--- config.mk ---
export PLATFORM = sky130hd
export DESIGN_NAME = dual_sat_acc
export DESIGN_NICKNAME = d
export VERILOG_FILES = /design/src/rtl/dsat_pkg.sv /design/src/rtl/dsat_adder.sv /design/src/rtl/dsat_limit.sv /design/src/rtl/dual_sat_acc.sv
export SDC_FILE = /design/constraint.sdc
export NUM_CORES = 1
export LEC_CHECK = 0
export BUFFER_PORTS_ARGS = -buffer_cell sky130_fd_sc_hd__buf_2
export CAP_MARGIN = 30
export CORE_UTILIZATION = 30
export CTS_CLUSTER_DIAMETER = 60
export CTS_CLUSTER_SIZE = 12
export DETAILED_ROUTE_END_ITERATION = 12
export SYNTH_ARGS = -nofsm -noshare
export SYNTH_HDL_FRONTEND = slang
export SYNTH_SLANG_ARGS = --single-unit
--- constraint.sdc ---
create_clock -name clk -period 4.9 [get_ports clk]
set_clock_uncertainty 0.2 [all_clocks]
set_input_delay 0.245 -clock clk [delete_from_list [all_inputs] [get_ports clk]]
set_output_delay 0.245 -clock clk [all_outputs]
set_load 0.01 [all_outputs]
--- src/rtl/dsat_pkg.sv ---
package dsat_pkg;

    localparam int unsigned NUM_ACC = 2;

    typedef struct packed {
        logic zero_src;
        logic negate;
    } acc_op_t;

endpackage

--- src/rtl/dsat_adder.sv ---
module dsat_adder
    import dsat_pkg::*;
#(
    parameter int unsigned W = 40
) (
    input  logic [W-1:0] src_i,
    input  logic [W-1:0] addend_i,
    input  acc_op_t      op_i,
    output logic [W:0]   sum_o
);

    logic [W-1:0] lhs;
    logic [W-1:0] rhs;

    always_comb begin
        lhs   = op_i.zero_src ? '0 : src_i;
        rhs   = op_i.negate ? ~addend_i : addend_i;
        sum_o = {lhs[W-1], lhs} + {rhs[W-1], rhs} + {{W{1'b0}}, op_i.negate};
    end

endmodule

--- src/rtl/dsat_limit.sv ---
module dsat_limit #(
    parameter int unsigned W = 40,
    parameter int unsigned G = 8
) (
    input  logic [W:0]   sum_i,
    input  logic         sat_en_i,
    input  logic         wide_i,
    output logic [W-1:0] result_o,
    output logic         guard_ov_o,
    output logic         cat_ov_o,
    output logic         sat_hit_o
);

    localparam int unsigned LOW_W = W - G;
    localparam logic [W-1:0] WIDE_MAX   = {1'b0, {(W-1){1'b1}}};
    localparam logic [W-1:0] WIDE_MIN   = ~WIDE_MAX;
    localparam logic [W-1:0] NARROW_MAX = {{(G+1){1'b0}}, {(LOW_W-1){1'b1}}};
    localparam logic [W-1:0] NARROW_MIN = ~NARROW_MAX;

    logic [G-1:0] guard;
    logic [G+1:0] upper;
    logic         narrow_out;
    logic         neg;

    always_comb begin
        guard      = sum_i[W-1:LOW_W];
        upper      = sum_i[W:LOW_W-1];
        guard_ov_o = ~((&guard) | ~(|guard));
        cat_ov_o   = sum_i[W] ^ sum_i[W-1];
        narrow_out = ~((&upper) | ~(|upper));
        neg        = sum_i[W];
        result_o   = sum_i[W-1:0];
        sat_hit_o  = 1'b0;
        if (sat_en_i) begin
            if (wide_i) begin
                if (cat_ov_o) begin
                    sat_hit_o = 1'b1;
                    result_o  = neg ? WIDE_MIN : WIDE_MAX;
                end
            end else if (narrow_out) begin
                sat_hit_o = 1'b1;
                result_o  = neg ? NARROW_MIN : NARROW_MAX;
            end
        end
    end

endmodule

--- src/rtl/dual_sat_acc.sv ---
module dual_sat_acc
    import dsat_pkg::*;
#(
    parameter int unsigned ACC_W   = 40,
    parameter int unsigned GUARD_W = 8
) (
    input  logic             clk,
    input  logic             rst_n,
    input  logic             op_valid_i,
    input  logic             op_slot_i,
    input  logic             op_zero_src_i,
    input  logic             op_negate_i,
    input  logic [ACC_W-1:0] addend_i,
    input  logic [1:0]       sat_en_i,
    input  logic             sat_wide_i,
    input  logic [1:0]       ov_trap_en_i,
    input  logic             cat_trap_en_i,
    input  logic             sat_clr_i,
    output logic [ACC_W-1:0] acc_a_o,
    output logic [ACC_W-1:0] acc_b_o,
    output logic             ov_a_o,
    output logic             ov_b_o,
    output logic             sat_a_o,
    output logic             sat_b_o,
    output logic             ov_any_o,
    output logic             sat_any_o,
    output logic             ov_trap_o,
    output logic             cat_trap_o
);

    typedef struct packed {
        logic [NUM_ACC-1:0][ACC_W-1:0] acc;
        logic [NUM_ACC-1:0]            ov;
        logic [NUM_ACC-1:0]            sat;
        logic                          ov_trap;
        logic                          cat_trap;
    } state_t;

    state_t          st_d, st_q;
    acc_op_t         op;
    logic [ACC_W-1:0] src_acc;
    logic [ACC_W:0]   true_sum;
    logic [ACC_W-1:0] lim_result;
    logic             guard_ov, cat_ov, sat_hit, slot_sat_en;

    assign op          = '{zero_src: op_zero_src_i, negate: op_negate_i};
    assign src_acc     = st_q.acc[op_slot_i];
    assign slot_sat_en = sat_en_i[op_slot_i];

    dsat_adder #(.W(ACC_W)) u_adder (
        .src_i    (src_acc),
        .addend_i (addend_i),
        .op_i     (op),
        .sum_o    (true_sum)
    );

    dsat_limit #(.W(ACC_W), .G(GUARD_W)) u_limit (
        .sum_i      (true_sum),
        .sat_en_i   (slot_sat_en),
        .wide_i     (sat_wide_i),
        .result_o   (lim_result),
        .guard_ov_o (guard_ov),
        .cat_ov_o   (cat_ov),
        .sat_hit_o  (sat_hit)
    );

    always_comb begin
        st_d          = st_q;
        st_d.ov_trap  = 1'b0;
        st_d.cat_trap = 1'b0;
        if (sat_clr_i) begin
            st_d.sat = '0;
        end
        if (op_valid_i) begin
            st_d.acc[op_slot_i] = lim_result;
            st_d.ov[op_slot_i]  = guard_ov;
            if (sat_hit || (!slot_sat_en && cat_ov)) begin
                st_d.sat[op_slot_i] = 1'b1;
            end
            st_d.ov_trap  = guard_ov && ov_trap_en_i[op_slot_i];
            st_d.cat_trap = cat_ov && !slot_sat_en && cat_trap_en_i;
        end
    end

    always_ff @(posedge clk or negedge rst_n) begin
        if (!rst_n) begin
            st_q <= '0;
        end else begin
            st_q <= st_d;
        end
    end

    assign acc_a_o    = st_q.acc[0];
    assign acc_b_o    = st_q.acc[1];
    assign ov_a_o     = st_q.ov[0];
    assign ov_b_o     = st_q.ov[1];
    assign sat_a_o    = st_q.sat[0];
    assign sat_b_o    = st_q.sat[1];
    assign ov_any_o   = |st_q.ov;
    assign sat_any_o  = |st_q.sat;
    assign ov_trap_o  = st_q.ov_trap;
    assign cat_trap_o = st_q.cat_trap;

endmodule

==> impl_metrics.env, run 1 <==
export IMPL_final_nets=1119
export IMPL_whs_path_depth=3
export IMPL_hold_path_class="in2reg"
export IMPL_clockBufferDepth=2
export IMPL_synth_compound_area_share_pct=24.37
export IMPL_finalPower_mw=5.002
export IMPL_rows=55
export IMPL_synthFlopType="dfrtp_1"
export IMPL_hold_viol=0
export IMPL_powerDensity_mw_per_mm2=544.8
export IMPL_muxShareOfSynthArea_pct=7.028
export IMPL_maxCapViolations=0
export IMPL_path_clk_slew_ns=0.06
export IMPL_synth_xor_area_share_pct=9.147
export IMPL_diodes=0
export IMPL_maxSlewHeadroom_pct=53.40
export IMPL_synthesis_nets=922
export IMPL_syn_avg_cell_area_um2=8.568
export IMPL_netlist_top_cell_by_area="dfrtp_1"
export IMPL_antenna_found_initial=0
export IMPL_cts_made_buffers=9
export IMPL_first_global_vias=6900
export IMPL_die_y_um=155.7
export IMPL_cp_max_fo=4
export IMPL_cts_max_level=3
export IMPL_synthAdderAreaFrac_pct=7.523
export IMPL_critical_path_class="reg2reg"
export IMPL_ys_seq_elements=86
export IMPL_die_w_um=155.7
export IMPL_drive_above_1_share_pct=26.68
export IMPL_reg2regPathDepth=16
export IMPL_core_area_mm2=0.02292
export IMPL_maxSlewViolCount=0
export IMPL_min_period_over_period_pct=96.92
export IMPL_yosys_area_share_simple_pct=17.71
export IMPL_fin_ws_ns=0.1508
export IMPL_ant_nets=0
export IMPL_overflow=0
export IMPL_area_growth_pct=29.58
export IMPL_yosys_top_cells_area="dfrtp_1 30%, ha_1 7.2%, xor2_1 6.7%"
export IMPL_layout_common_cells="138 x buf_2, 99 x nand2_1, 86 x dfrtp_1"
export IMPL_first_iter_violations=494
export IMPL_fin_cells=1340
export IMPL_synthCells=827
export IMPL_worstMarginPinSlew_ns=0.6990
export IMPL_cts_tree="built"
export IMPL_grt_pass1_wl_um=37330
export IMPL_critical_path_required_ns=4.91
export IMPL_crit_path_start_kind="register"
export IMPL_end_kind="register"
export IMPL_status="finished clean"
export IMPL_first_pass_iters=5
export IMPL_io_pins=141
export IMPL_rsz0062_at_grt="no"
export IMPL_critical_path_arrival_ns=4.76
export IMPL_yosysSeqAreaShare_pct=30.37
export IMPL_clock_latency_ns=0.36
export IMPL_viasPerCell=5.241
export IMPL_cpMostUsedCell="mux2i_1"
export IMPL_gp_congestion=0.8988
export IMPL_synth_edf_count=0
export IMPL_place_port_buffers=140
export IMPL_setup_viol=0
export IMPL_syn_cell_area_mm2=0.007086
export IMPL_leakagePower_nw=4.356
export IMPL_cts_num_sinks=86
export IMPL_grt_max_degree=66
export IMPL_synth_top_area_share_pct=30.37
export IMPL_drcViolationCount=0
export IMPL_place_hpwl_um=18290
export IMPL_cts_root_buf="clkbuf_16"
export IMPL_synth_warning_count=0
export IMPL_place_ws_ns=-0.07867
export IMPL_dpl_cell_count=1319
export IMPL_start_util_pct=30.92
export IMPL_clock_fmax_mhz=210.6
export IMPL_ir_worst_vdd_uv=255.7
export IMPL_final_min_clock_period_ns=4.749
export IMPL_fillers=2337
export IMPL_final_common_cell="buf_2"
export IMPL_path_cells="mux2i_1 -> nor2_1 -> mux2i_1 -> fa_1 -> nor2b_1 -> o2111ai_1 -> a21boi_2 -> a211o_1 -> and2_1 -> a221oi_1 -> or4_1 -> or4_4 -> buf_4 -> or2_2 -> a31oi_1 -> o22ai_1"
export IMPL_grt_util_all_layers_pct=19.74
export IMPL_fp_dieArea_mm2=0.02424
export IMPL_max_stage_delay_ns=0.54
export IMPL_yosys_cell_types_count=67
export IMPL_synth_async_reset_ratio_pct=100.0
export IMPL_wirelength_um=23270
export IMPL_post_drt_wl_per_cell_um=17.37
export IMPL_crit_slowest_cell="or4_1"
export IMPL_synth_top_family_by_area="compound AO/OA/AOI/OAI gates"
export IMPL_vias=7023
==> critical path, delay by kind of cell, from the launching register on <==
family          cells  cell delay, ns
compound gates      6            1.22
fa+ha+maj           1            0.41
buf+inv             1            0.17
flops               1            0.42
mux                 2            0.25
simple gates        6            1.94
==> what timing repair did <==
action / in CTS / in global routing
hold buffers: 5 / 0
hold endpoints to repair: 90 / 0
gates resized for setup: 0 / 6
setup endpoints to repair: 0 / 77
buffers inserted: 0 / 2
==> metrics by stage <==
step | hold slack (ns) | util [%] | setup TNS [ns] | area, um2
4_1_cts | 0.02643 | 39.90 | 0 | 9143
3_5_place_dp | -0.04192 | 38.36 | -1.185 | 8790
5_1_grt | 0.05826 | 40.07 | 0 | 9181
2_1_floorplan | -0.2506 | - | 0 | 7149
3_3_place_gp | 0.2486 | 38.24 | -0.5349 | 8762
6_report | 0.03887 | 40.07 | 0 | 9181
==> registers in the layout, summed over array words and instances, names as in the netlist <==
name and count:
acc_a_o 40, ov_trap_o 1, acc_b_o 40, sat_b_o 1
ov_b_o 1, ov_a_o 1, cat_trap_o 1, sat_a_o 1
==> cells by family (layout without fill, tap and decap cells) <==
group                    count (synthesis)  in the layout
AND/OR/NAND/NOR                        273            273
multiplexers                            49             49
buffers and inverters                   65            265
adder cells (fa/ha/maj)                 42             42
AO/OA/AOI/OAI                          238            238
flip-flops                              86             86
XOR/XNOR                                74             74
==> power breakdown <==
| part | total (mW) | internal, mW | switching [mW] | leakage [nW] |
|---|---|---|---|---|
| logic | 2.95 | 1.30 | 1.65 | 3.16 |
| clock network | 0.734 | 0.441 | 0.292 | 0.148 |
| registers | 1.32 | 1.04 | 0.284 | 1.05 |
==> Yosys cell counts (10+ instances only) <==
library cell / count
nor3_1: 10
a21oi_1: 48
o211ai_1: 58
a311o_1: 12
nor2_1: 81
o21ai_0: 27
xor2_1: 54
nand2_1: 99
ha_1: 41
dfrtp_1: 86
a21o_1: 13
and2_1: 24
a311oi_1: 13
clkbuf_1: 38
inv_1: 17
xnor2_1: 20
mux2i_1: 43
nand3_1: 14
==> final cells by class <==
| cell class | count | area, um2 | share of cell area [%] |
|---|---|---|---|
| Multi-Input combinational cell | 676 | 4718 | 51.39 |
| Timing Repair Buffer | 233 | 1549 | 16.87 |
| Inverter | 18 | 67.56 | 0.7359 |
| Clock buffer | 10 | 229.0 | 2.494 |
| Clock inverter | 4 | 73.82 | 0.8040 |
| Tap cell | 313 | 391.6 | 4.265 |
| Sequential cell | 86 | 2152 | 23.44 |
==> worst paths after layout <==
check	start	slack, ns	end
max	acc_b_o[0]$_DFFE_PN0P_	0.15	sat_b_o$_DFF_PN0_
min	sat_wide_i	0.04	acc_a_o[33]$_DFFE_PN0P_
max reg2reg	acc_b_o[0]$_DFFE_PN0P_	0.15	sat_b_o$_DFF_PN0_
min reg2reg	acc_a_o[39]$_DFFE_PN0P_	0.30	acc_a_o[39]$_DFFE_PN0P_
max in group asynchronous	rst_n	3.71	acc_b_o[25]$_DFFE_PN0P_
min in group asynchronous	rst_n	0.12	acc_a_o[10]$_DFFE_PN0P_
==> per-layer routing <==
layer	part of all wire, %	routed length [um]	GRT usage, %	up-vias
met4	2.1	492	6.769	0
li1	-	-	-	3411
met3	4.3	1012	2.944	33
met1	47	11030	27.09	3385
met5	0	0	0	-
met2	46	10740	31.54	194
Note: power is estimated with default switching activity, not from simulation.
==> run 2: changes to the inputs <==
Settings changed: CAP_MARGIN 30 to 0, CORE_MARGIN from default to 1.5, CORE_UTILIZATION 30 to 51, PLACE_DENSITY from default to 0.78.
==> run 2 against run 1 <==
Routed wire length shrank 0.74%. Combinational power grew 3%. Sequential power is essentially flat. Largest power group unchanged. Sequential share of layout area shrank 0.20 points. Critical endpoint is now acc_a_o[5]$_DFFE_PN0P_. Sequential cell count is the same. Global-route usage grew 10 points. First-iteration DRC count grew 59%. Register-to-register slack lost 0.06 ns. Total power grew 2.5%.
==> impl_metrics.env, run 2 (synthesized netlist as in run 1, its figures left out) <==
export IMPL_grt_max_degree=87
export IMPL_cts_num_sinks=86
export IMPL_area_growth_pct=30.71
export IMPL_path_clk_slew_ns=0.07
export IMPL_gp_congestion=0.9710
export IMPL_cts_made_buffers=9
export IMPL_start_util_pct=52.88
export IMPL_final_min_clock_period_ns=4.808
export IMPL_end_kind="register"
export IMPL_setup_viol=0
export IMPL_fp_dieArea_mm2=0.01461
export IMPL_leakagePower_nw=4.469
export IMPL_crit_slowest_cell="or4_4"
export IMPL_clockBufferDepth=2
export IMPL_finalPower_mw=5.126
export IMPL_ant_nets=0
export IMPL_clock_fmax_mhz=208.0
export IMPL_drcViolationCount=0
export IMPL_wirelength_um=23100
export IMPL_antenna_found_initial=0
export IMPL_first_iter_violations=783
export IMPL_swShare_pct=44.66
export IMPL_dr_wl_met2_um=10930
export IMPL_top_layer="met4"
export IMPL_post_drt_wl_per_cell_um=18.94
export IMPL_ir_worst_vdd_uv=232.9
export IMPL_io_pins=141
export IMPL_clock_latency_ns=0.36
export IMPL_pwr_share_comb_pct=59.3
export IMPL_rows=42
export IMPL_placedInstanceArea_mm2=0.008616
export IMPL_place_port_buffers=140
export IMPL_worstMarginPinSlew_ns=1.103
export IMPL_maxSlewViolCount=0
export IMPL_die_y_um=120.9
export IMPL_cts_max_level=3
export IMPL_pwr_share_clk_pct=14.9
export IMPL_path_buf_inv=4
export IMPL_whs_path_depth=2
export IMPL_p_int_mw=2.837
export IMPL_critical_path_arrival_ns=4.84
export IMPL_grt_pass1_wl_um=34760
export IMPL_first_global_vias=6970
export IMPL_viasPerCell=6.149
export IMPL_final_common_cell="buf_2"
export IMPL_path_delay_family="simple AND/OR/NAND/NOR gates"
export IMPL_reg2regPathDepth=18
export IMPL_worst_path_stages=18
export IMPL_power_switching_mw=2.289
export IMPL_min_period_over_period_pct=98.12
export IMPL_final_nets=1134
export IMPL_powerDensity_mw_per_mm2=553.5
export IMPL_fin_ws_ns=0.09218
export IMPL_place_ws_ns=-0.2284
export IMPL_met3WireLength_um=1990
export IMPL_first_pass_iters=6
export IMPL_hold_viol=0
export IMPL_maxCapViolations=0
export IMPL_cts_root_buf="clkbuf_16"
export IMPL_critical_path_class="reg2reg"
export IMPL_status="finished clean"
export IMPL_critical_path_required_ns=4.93
export IMPL_cp_max_fo=12
export IMPL_path_cells="mux2i_1 -> or2_4 -> inv_1 -> ha_1 -> and3b_1 -> o21a_1 -> o2111a_2 -> o31a_1 -> buf_4 -> nor3_4 -> xnor2_1 -> or4_1 -> or4_4 -> o211a_4 -> o211ai_4 -> buf_12 -> clkbuf_16 -> o211ai_1"
export IMPL_cts_tree="built"
export IMPL_die_w_um=120.9
export IMPL_max_stage_delay_ns=0.59
export IMPL_hold_path_class="in2reg"
export IMPL_place_hpwl_um=16020
export IMPL_grt_util_all_layers_pct=29.87
export IMPL_diodes=0
export IMPL_crit_path_start_kind="register"
export IMPL_seq_power_share_pct=25.8
export IMPL_holdWs_ns=0.006694
export IMPL_finalInstanceArea_mm2=0.009261
export IMPL_drive_above_1_share_pct=28.83
export IMPL_core_area_mm2=0.01340
export IMPL_m1WireLength_um=9752
export IMPL_vias=7502
export IMPL_layout_common_cells="139 x buf_2, 98 x nand2_1, 88 x buf_4"
export IMPL_overflow=0
export IMPL_maxSlewHeadroom_pct=26.48
## run 2: final timing paths
check	from	to	slack [ns]
worst max-delay path	acc_b_o[1]$_DFFE_PN0P_	acc_a_o[5]$_DFFE_PN0P_	0.09
worst min-delay path	op_valid_i	ov_trap_o$_DFF_PN0_	0.007
worst max register to register	acc_b_o[1]$_DFFE_PN0P_	acc_a_o[5]$_DFFE_PN0P_	0.09
worst min register to register	acc_b_o[20]$_DFFE_PN0P_	acc_b_o[20]$_DFFE_PN0P_	0.33
max in group asynchronous	rst_n	acc_a_o[31]$_DFFE_PN0P_	3.35
min in group asynchronous	rst_n	acc_b_o[9]$_DFFE_PN0P_	0.45
## run 2: cell type report
cell class	instances	area (um2)
repair buffers	247	1728
inverters	18	67.56
clock buffers	9	225.2
multi-input cells	677	4771
well taps	176	220.2
fillers	1054	4139
clock inverters	7	97.59
flip-flops and latches	86	2152
## run 2: what timing repair did
item,CTS,global route
hold buffers,4,0
setup buffers,0,9
gates cloned,0,5
pin swaps,0,17
setup endpoints to repair,9,56
endpoints found under the hold margin,89,0
gates resized for setup,1,17
## run 2: per-stage QoR
stage,setup TNS (ns),cells,util (%)
after floorplan,0,827,-
after global placement,-3.508,1186,64.30
after detailed placement,-5.720,1186,64.30
after CTS,0,1206,67.00
after global routing,-2.680,1220,69.11
final,0,1220,69.11
## run 2: metal layers
metal	GRT usage (%)	vias up
li1	-	3452
met4	9.779	0
met2	48.22	386
met5	0	-
met3	5.263	42
met1	40.69	3622
## run 2: power by group through the flow
stage | logic [mW] | registers (mW) | clock network (mW)
floorplan | 1.64 | 1.41 | 0
global placement | 2.83 | 1.32 | 0
detailed placement | 2.87 | 1.32 | 0
CTS | 2.91 | 1.31 | 0.766
global route | 3.31 | 1.35 | 0.800
finish | 3.04 | 1.32 | 0.764
